<file path="src/rtl/wtk_pkg.sv">
package wtk_pkg;
   localparam int MODE_W      = 5;
   localparam int BIT_RUN     = 0;
   localparam int BIT_SRC_SUB = 1;
   localparam int BIT_FAST    = 2;
   localparam int BIT_TONE    = 3;
   localparam int BIT_RESTART = 4;

   typedef struct packed {
      logic tone_en;
      logic fast;
      logic src_sub;
      logic run;
   } wtk_mode_t;

   function automatic wtk_mode_t wtk_decode(input logic [MODE_W-1:0] w);
      wtk_mode_t m;
      m.run     = w[BIT_RUN];
      m.src_sub = w[BIT_SRC_SUB];
      m.fast    = w[BIT_FAST];
      m.tone_en = w[BIT_TONE];
      return m;
   endfunction
endpackage

</file>
<file path="src/rtl/wtk_prescale.sv">
module wtk_prescale #(
   parameter int DIV = 128
) (
   input  logic clk,
   input  logic rst_n,
   input  logic en_i,
   input  logic clr_i,
   output logic tick_o
);
   if (DIV < 1) begin : g_bad_div
      $error("wtk_prescale: DIV must be at least 1");
   end

   if (DIV == 1) begin : g_pass
      assign tick_o = en_i & ~clr_i;
   end else begin : g_count
      localparam int CW = $clog2(DIV);
      localparam logic [CW-1:0] LAST = CW'(DIV - 1);
      logic [CW-1:0] cnt_q;

      always_ff @(posedge clk or negedge rst_n) begin
         if (!rst_n) begin
            cnt_q <= '0;
         end else if (clr_i) begin
            cnt_q <= '0;
         end else if (en_i) begin
            cnt_q <= (cnt_q == LAST) ? '0 : cnt_q + 1'b1;
         end
      end

      assign tick_o = en_i & ~clr_i & (cnt_q == LAST);
   end
endmodule

</file>
<file path="src/rtl/wtk_divider.sv">
module wtk_divider #(
   parameter int DIV_W    = 14,
   parameter int FAST_TAP = 7,
   parameter int TONE_TAP = 4
) (
   input  logic             clk,
   input  logic             rst_n,
   input  logic             step_i,
   input  logic             restart_i,
   input  logic             fast_i,
   output logic             term_o,
   output logic             tone_o,
   output logic [DIV_W-1:0] cnt_o
);
   if (FAST_TAP < 1 || FAST_TAP > DIV_W) begin : g_bad_fast
      $error("wtk_divider: FAST_TAP out of range");
   end
   if (TONE_TAP < 1 || TONE_TAP > DIV_W) begin : g_bad_tone
      $error("wtk_divider: TONE_TAP out of range");
   end

   logic [DIV_W-1:0] cnt_q;

   always_ff @(posedge clk or negedge rst_n) begin
      if (!rst_n) begin
         cnt_q <= '0;
      end else if (restart_i) begin
         cnt_q <= '0;
      end else if (step_i) begin
         cnt_q <= cnt_q + 1'b1;
      end
   end

   logic full_term;
   logic fast_term;
   assign full_term = &cnt_q;

   if (FAST_TAP == DIV_W) begin : g_fast_full
      assign fast_term = full_term;
   end else begin : g_fast_part
      assign fast_term = &cnt_q[FAST_TAP-1:0];
   end

   assign term_o = fast_i ? fast_term : full_term;
   assign tone_o = cnt_q[TONE_TAP-1];
   assign cnt_o  = cnt_q;
endmodule

</file>
<file path="src/rtl/wtk_pin_mux.sv">
module wtk_pin_mux (
   input  logic tone_en_i,
   input  logic out_mode_i,
   input  logic tone_i,
   input  logic latch_i,
   output logic pin_o
);
   logic use_tone;
   assign use_tone = tone_en_i & out_mode_i;
   assign pin_o    = use_tone ? tone_i : latch_i;
endmodule

</file>
<file path="src/rtl/wtk_watch_unit.sv">
module wtk_watch_unit
   import wtk_pkg::*;
#(
   parameter int MAIN_DIV = 128,
   parameter int DIV_W    = 14,
   parameter int FAST_TAP = 7,
   parameter int TONE_TAP = 4
) (
   input  logic              clk,
   input  logic              rst_n,
   input  logic              sub_tick_i,
   input  logic              stop_i,
   input  logic              mode_wr_i,
   input  logic [MODE_W-1:0] mode_wdata_i,
   input  logic              irq_ack_i,
   input  logic              port_latch_i,
   input  logic              port_out_mode_i,
   output logic              irq_o,
   output logic              buz_o
);
   wtk_mode_t        mode_q;
   logic             restart;
   logic             main_en;
   logic             main_tick;
   logic             fw_tick;
   logic             term;
   logic             tone;
   logic             flag_set;
   logic [DIV_W-1:0] div_cnt;

   assign restart = mode_wr_i & mode_wdata_i[BIT_RESTART];

   always_ff @(posedge clk or negedge rst_n) begin
      if (!rst_n) begin
         mode_q <= '0;
      end else if (mode_wr_i) begin
         mode_q <= wtk_decode(mode_wdata_i);
      end
   end

   assign main_en = mode_q.run & ~mode_q.src_sub & ~stop_i;

   wtk_prescale #(.DIV(MAIN_DIV)) u_pre (
      .clk    (clk),
      .rst_n  (rst_n),
      .en_i   (main_en),
      .clr_i  (restart),
      .tick_o (main_tick)
   );

   assign fw_tick = mode_q.run & (mode_q.src_sub ? sub_tick_i : main_tick);

   wtk_divider #(
      .DIV_W    (DIV_W),
      .FAST_TAP (FAST_TAP),
      .TONE_TAP (TONE_TAP)
   ) u_div (
      .clk       (clk),
      .rst_n     (rst_n),
      .step_i    (fw_tick),
      .restart_i (restart),
      .fast_i    (mode_q.fast),
      .term_o    (term),
      .tone_o    (tone),
      .cnt_o     (div_cnt)
   );

   assign flag_set = fw_tick & term & ~restart;

   always_ff @(posedge clk or negedge rst_n) begin
      if (!rst_n) begin
         irq_o <= 1'b0;
      end else if (flag_set) begin
         irq_o <= 1'b1;
      end else if (irq_ack_i) begin
         irq_o <= 1'b0;
      end
   end

   wtk_pin_mux u_mux (
      .tone_en_i  (mode_q.tone_en),
      .out_mode_i (port_out_mode_i),
      .tone_i     (tone),
      .latch_i    (port_latch_i),
      .pin_o      (buz_o)
   );
endmodule

</file>
<file path="config.mk">
export PLATFORM = sky130hd
export DESIGN_NAME = wtk_watch_unit
export DESIGN_NICKNAME = d
export VERILOG_FILES = /design/src/rtl/wtk_pkg.sv /design/src/rtl/wtk_prescale.sv /design/src/rtl/wtk_divider.sv /design/src/rtl/wtk_pin_mux.sv /design/src/rtl/wtk_watch_unit.sv
export SDC_FILE = /design/constraint.sdc
export NUM_CORES = 1
export LEC_CHECK = 0
export BUFFER_PORTS_ARGS = -buffer_cell sky130_fd_sc_hd__buf_2
export CORE_MARGIN = 2
export CORE_UTILIZATION = 45
export CTS_BUF_LIST = sky130_fd_sc_hd__clkbuf_4 sky130_fd_sc_hd__clkbuf_8
export DETAILED_ROUTE_END_ITERATION = 12
export GPL_ROUTABILITY_DRIVEN = 0
export PLACE_DENSITY = 0.66
export SYNTH_ARGS = -nofsm -noshare
export SYNTH_HDL_FRONTEND = slang
export SYNTH_HIERARCHICAL = 1
export SYNTH_SLANG_ARGS = --single-unit
</file>
<file path="constraint.sdc">
create_clock -name clk -period 3.4 [get_ports clk]
set_input_delay 0.68 -clock clk [delete_from_list [all_inputs] [get_ports clk]]
set_output_delay 0.68 -clock clk [all_outputs]
set_load 0.1 [all_outputs]
</file>
==> out/results.md, run 1 <==
## Status
- **outcome** complete, no violations

## Setup path
- **worst-path cell chain** nor3b_1 -> buf_4 -> inv_2 -> nor4_1 -> mux2i_1 -> nor2b_1 -> buf_4 -> nand4_2 -> nor4_1 -> mux2_2
- **start of the worst register-to-register path** mode_q[1]$_DFFE_PN0P_
- **worst-case reg-to-reg path depth** 10
- **critical path capture point type** flop
- **cell with the largest stage delay on the worst path** sky130_fd_sc_hd__dfrtp_1
- **Worst Setup Path Type** reg -> reg
- **highest net fanout along the worst path** 8
- **crit path launch type** flop
- **arrival time at the worst endpoint** 2770 ps
- **CP Data Required Time** 3630 ps
- **setup slack, reg-to-reg** 860 ps
- **CP max stage delay** 440 ps
- **endpoint of the lowest-slack register-to-register path** u_div/cnt_o[10]$_DFFE_PN0P_

## Logic synthesis
- **Syn. warnings** 6
- **total standard cell area after synthesis** 1400 µm²
- **Post-Synthesis Mean Instance Area** 9.98 µm²
- **number of standard cells after synthesis** 140
- **number of nets in the synthesized netlist** 155

## Placement
- **Buffers on Ports** 14
- **detailed-placement wirelength estimate** 1840 µm
- **minimum setup slack after placement** 550 ps

## Detailed routing
- **number of nets with antenna violations after routing** 0
- **detailed-routing iteration count for the pre-antenna-repair pass** 4
- **detailed-route via count** 1,097
- **number of design-rule violations left by the first detailed-router iteration** 49
- **wire per inst** 13.9 µm
- **Routed WL** 2630 µm
- **number of DRC violations after detailed routing** 0
- **Avg Vias per Cell** 5.80

## Global route
- **number of antenna violations at the first check in global routing** 0
- **remaining global-route overflow** 0
- **maximum number of pins on one net before global-route repair** 31
- **first-pass GRT wire length** 4570 µm
- **number of global-route vias before repair** 1,057
- **GRT Resource Usage Total** 17.1%

## Timing
- **min setup slack post-route** 856 ps
- **clock skew** 9.31 ps
- **endpoints failing setup** 0
- **unrepaired setup endpoints after global routing** false
- **achievable frequency** 393 MHz
- **share of the clock period used by the worst path** 74.8%
- **Final Critical Period** 2540 ps
- **final hold vios** 0
- **Final Slew Violations** 0
- **sum of negative setup slack** 0 ps
- **Slew headroom** 62.8%
- **transition time of the tightest slew-check pin** 558 ps

## Final layout
- **Antenna diodes** 0
- **share of layout cells above drive strength 1** 23.1%
- **Nets** 172
- **layout-stage area growth over the synthesis result** 10.4%

## Clocking
- **deepest level of the CTS H-tree** 1
- **CTS tree** built
- **clk root buf** sky130_fd_sc_hd__clkbuf_4
- **CTS clock-pin slew for the worst setup and hold paths** 140 ps
- **Worst-Skew Late Latency** 320 ps
- **hold buffer count at CTS** 0
- **number of setup buffers added after CTS** 0
- **Clock Path Buffers** 2
- **CTS resizes** 0
- **number of buffers created by CTS** 3
- **Sinks on Clock Net** 26

## Worst hold path
- **path class of the lowest-slack min-delay path** in -> async

## Run
- **number of maximum-capacitance constraint violations** 0

## Floorplanning
- **Die Outline Area** 3570 µm²
- **Die Height** 59.7 µm
- **CORE AREA** 3000 µm²
- **number of rows created at floorplan** 20
- **Initial Util** 46.5%
- **I/O pin count** 15
- **width of the die** 59.7 µm

## Power
- **cell leakage power** 0.000661 µW
- **power per cell area** 371 nW/µm²
- **Worst IR Drop VDD** 265 µV

## report_power, final
part           total, µW  internal, µW  leakage [µW]  switching, µW
combinational       70.6          30.5      0.000295           40.1
clock                156          65.5     0.0000210           90.3
sequential           346           326      0.000345           20.4
total                572           422      0.000661            151
## placed cells by master, fill, tap and decap left out, drive strengths merged
master and instances:
dfrtp 26, nor2 17, buf 16, nand2 11, mux2 10, nand4 8, a21oi 7, nor2b 6
nor4 6, inv 6, nand3 6, xor2 5, or4 4, clkbuf 4, mux2i 3, o31ai 3
o21ai 3, or3 2, ha 2, o32ai 2, and2 1, nor3b 1, nor3 1, o21a 1
xnor2 1, nand2b 1, o211ai 1, o221ai 1, a31oi 1
## state kept, by name, summed over array words and instances, names as in the netlist
| signal | flops |
|---|---|
| u_div/cnt_o | 14 |
| mode_q | 4 |
| u_pre/g_count.cnt_q | 7 |
| irq_o | 1 |
## worst max-delay path, delay by kind of cell (launching register included)
kind | cells | cell delay, ps
simple gates | 5 | 1100
mux | 2 | 510
buf+inv | 3 | 410
flops | 1 | 440
## per-layer routing
metal	track usage, %	part of all wire [%]
met3	4.55	3.1
met5	0	0
met1	20.5	45
met4	2.86	0.65
met2	30.7	51
## cell type report
cell class,count,area [µm²]
clock buffer,4,36.3
inverter,6,22.5
fill,290,1460
sequential,26,651
timing repair buffer,16,85.1
tap,33,41.3
multi-input combinational,104,707
## per-stage QoR
| step | utilization, % | hold slack, ps | std cells | area, µm² | power (µW) |
|---|---|---|---|---|---|
| after floorplan | - | 384 | 140 | 1400 | 397 |
| after global placement | 50.2 | 493 | 185 | 1510 | 419 |
| after detailed placement | 50.2 | 496 | 185 | 1510 | 423 |
| after CTS | 51.4 | 338 | 189 | 1540 | 581 |
| after global routing | 51.4 | 343 | 189 | 1540 | 607 |
| final | 51.4 | 322 | 189 | 1540 | 572 |
## worst max-delay path by stage
stage	cells past startpoint	slack, ps	endpoint	from
3_3_place_gp	11	640	u_div/cnt_o[12]$_DFFE_PN0P_	stop_i
6_report	10	860	u_div/cnt_o[10]$_DFFE_PN0P_	mode_q[1]$_DFFE_PN0P_
4_1_cts	10	890	u_div/cnt_o[10]$_DFFE_PN0P_	mode_q[1]$_DFFE_PN0P_
5_1_grt	10	620	u_div/cnt_o[10]$_DFFE_PN0P_	mode_q[1]$_DFFE_PN0P_
2_1_floorplan	9	610	u_div/cnt_o[12]$_DFFE_PN0P_	stop_i
3_5_place_dp	11	550	u_div/cnt_o[10]$_DFFE_PN0P_	stop_i
Note: power is estimated with default switching activity, not from simulation.
==> run 2, diff against run 1 <==
--- a/config.mk
+++ b/config.mk
@@ -5,13 +5,14 @@
 export SDC_FILE = /design/constraint.sdc
 export NUM_CORES = 1
 export LEC_CHECK = 0
+export ABC_AREA = 1
 export BUFFER_PORTS_ARGS = -buffer_cell sky130_fd_sc_hd__buf_2
 export CORE_MARGIN = 2
 export CORE_UTILIZATION = 45
 export CTS_BUF_LIST = sky130_fd_sc_hd__clkbuf_4 sky130_fd_sc_hd__clkbuf_8
 export DETAILED_ROUTE_END_ITERATION = 12
 export GPL_ROUTABILITY_DRIVEN = 0
-export PLACE_DENSITY = 0.66
+export PLACE_DENSITY = 0.68
 export SYNTH_ARGS = -nofsm -noshare
 export SYNTH_HDL_FRONTEND = slang
 export SYNTH_HIERARCHICAL = 1
==> constraint.sdc (replaced) <==
create_clock -name clk -period 2.3 [get_ports clk]
set_input_delay 0.46 -clock clk [delete_from_list [all_inputs] [get_ports clk]]
set_output_delay 0.46 -clock clk [all_outputs]
set_load 0.1 [all_outputs]
==> out/results.md, run 2 <==
## Floorplanning
- **number of rows created at floorplan** 20
- **I/O pin count** 15
- **Die Outline Area** 3800 µm²
- **Initial Util** 48.1%
- **width of the die** 61.6 µm
- **Die Height** 61.6 µm
- **CORE AREA** 3100 µm²

## Clocking
- **number of setup buffers added after CTS** 0
- **Worst-Skew Late Latency** 310 ps
- **clk root buf** sky130_fd_sc_hd__clkbuf_4
- **Sinks on Clock Net** 26
- **Clock Path Buffers** 2
- **deepest level of the CTS H-tree** 1
- **number of buffers created by CTS** 3
- **CTS clock-pin slew for the worst setup and hold paths** 130 ps
- **CTS tree** built

## Setup path
- **dominant delay contributor by cell family on the critical path** simple AND/OR/NAND/NOR gates
- **CP max stage delay** 430 ps
- **worst-path cell chain** ha_1 -> inv_1 -> nor2_2 -> nand2_2 -> nor2_1 -> nand2_1 -> a21oi_2 -> nor2_4 -> nor2_2 -> nand3_2 -> nor3_1 -> nor2_1
- **Worst Setup Path Type** reg -> reg
- **highest net fanout along the worst path** 7
- **critical path capture point type** flop
- **crit path launch type** flop
- **CP Data Required Time** 2510 ps
- **cell with the largest stage delay on the worst path** sky130_fd_sc_hd__dfrtp_1
- **arrival time at the worst endpoint** 2200 ps
- **Crit path buffers/inverters** 1

## Global route
- **number of antenna violations at the first check in global routing** 0
- **first-pass GRT wire length** 4950 µm
- **remaining global-route overflow** 0
- **GRT Resource Usage Total** 17.7%
- **maximum number of pins on one net before global-route repair** 27
- **number of global-route vias before repair** 1,151

## Detailed routing
- **Avg Vias per Cell** 4.80
- **wire per inst** 10.8 µm
- **number of nets with antenna violations after routing** 0
- **detailed-routing iteration count for the pre-antenna-repair pass** 4
- **Routed WL** 2870 µm
- **detailed-route via count** 1,271
- **number of DRC violations after detailed routing** 0
- **number of design-rule violations left by the first detailed-router iteration** 35

## Power
- **cell leakage power** 0.000778 µW
- **power per cell area** 468 nW/µm²
- **power after layout** 771 µW
- **Worst IR Drop VDD** 300 µV

## Logic synthesis
- **number of nets in the synthesized netlist** 218
- **Post-Synthesis Mean Instance Area** 7.36 µm²
- **Syn. warnings** 6
- **number of standard cells after synthesis** 203
- **total standard cell area after synthesis** 1490 µm²

## Final layout
- **layout-stage area growth over the synthesis result** 10.4%
- **share of layout cells above drive strength 1** 16.7%
- **Antenna diodes** 0
- **final core area utilization** 53.1%
- **number of fill cells in the layout** 323
- **post-route cell area** 1650 µm²
- **highest-count cells in the layout ignoring fill and taps** 59 x sky130_fd_sc_hd__nand2_1, 28 x sky130_fd_sc_hd__inv_1, 26 x sky130_fd_sc_hd__dfrtp_1
- **most common cell after layout, fill and taps aside** sky130_fd_sc_hd__nand2_1
- **Nets** 238
- **max FFs per register** 14

## Placement
- **detailed-placement wirelength estimate** 2160 µm
- **placed instance area** 1620 µm²
- **minimum setup slack after placement** 114 ps
- **Buffers on Ports** 14

## Timing
- **share of the clock period used by the worst path** 86.3%
- **final hold vios** 0
- **clock skew** 1.86 ps
- **endpoints failing setup** 0
- **Slew headroom** 61.4%
- **min setup slack post-route** 314 ps
- **transition time of the tightest slew-check pin** 580 ps
- **sum of negative setup slack** 0 ps
- **achievable frequency** 504 MHz
- **Final Critical Period** 1990 ps
- **unrepaired setup endpoints after global routing** false
- **Final Slew Violations** 0

## Run
- **number of maximum-capacitance constraint violations** 0

## Worst hold path
- **path class of the lowest-slack min-delay path** in -> async

## Status
- **outcome** complete, no violations

run 2: cell count changes in the layout (fill, tap and decap cells not counted), sizes merged, moves of 6 or more:
cell,delta
nand3,+7
a21oi,+6
inv,+24
nor2,+12
nor2b,-6
nand2,+52
nor4,-6
o21ai,+7
mux2,-8
run 2: repair_timing:
action                     4_1_cts  5_1_grt
gates resized for setup          0        1
hold buffers                     0        0
setup endpoints to repair        0        5
run 2: metrics by stage:
stage,hold WS [ps],instances
finish,125,265
floorplan,164,203
global placement,460,262
CTS,128,265
detailed placement,469,262
global route,165,265
run 2: where the power goes:
part / switching, µW / total (µW) / internal, µW
registers: 15.4 / 489 / 474
logic: 62.0 / 94.9 / 32.8
clock network: 126 / 187 / 61.2
run 2: routing by layer:
layer	GRT usage, %	part of all wire (%)
met2	29.6	49
met5	0	0
met1	23.8	48
met3	1.89	2.5
met4	6.38	0.66
run 2: worst register-to-register path, stage by stage (launching register included):
cell	delay, ps
sky130_fd_sc_hd__dfrtp_1	430
sky130_fd_sc_hd__ha_1	250
sky130_fd_sc_hd__inv_1	70
sky130_fd_sc_hd__nor2_2	110
sky130_fd_sc_hd__nand2_2	80
sky130_fd_sc_hd__nor2_1	90
sky130_fd_sc_hd__nand2_1	80
sky130_fd_sc_hd__a21oi_2	200
sky130_fd_sc_hd__nor2_4	80
sky130_fd_sc_hd__nor2_2	140
sky130_fd_sc_hd__nand3_2	120
sky130_fd_sc_hd__nor3_1	170
sky130_fd_sc_hd__nor2_1	70
run 2: area by class of cell:
cell class                 instances  area (µm²)  area share (%)
tap                               44        55.1            3.34
inverter                          30         113            6.83
clock buffer                       3        22.5            1.37
multi-input combinational        145         716            43.4
sequential                        26         651            39.5
timing repair buffer              17        92.6            5.61
run 2: final timing paths:
path,endpoint,startpoint,cells after the start,slack [ps]
setup reg to reg,u_div/cnt_o[11]$_DFFE_PN0P_,u_pre/g_count.cnt_q[0]$_DFFE_PN0P_,12,310
max in group asynchronous,u_div/cnt_o[4]$_DFFE_PN0P_,rst_n,1,1790
min in group clk,mode_q[0]$_DFFE_PN0P_,mode_wdata_i[0],3,340
hold / removal,u_pre/g_count.cnt_q[0]$_DFFE_PN0P_,rst_n,1,120
hold reg to reg,irq_o$_DFFE_PN0P_,irq_o$_DFFE_PN0P_,2,500
setup / recovery,u_div/cnt_o[11]$_DFFE_PN0P_,u_pre/g_count.cnt_q[0]$_DFFE_PN0P_,12,310
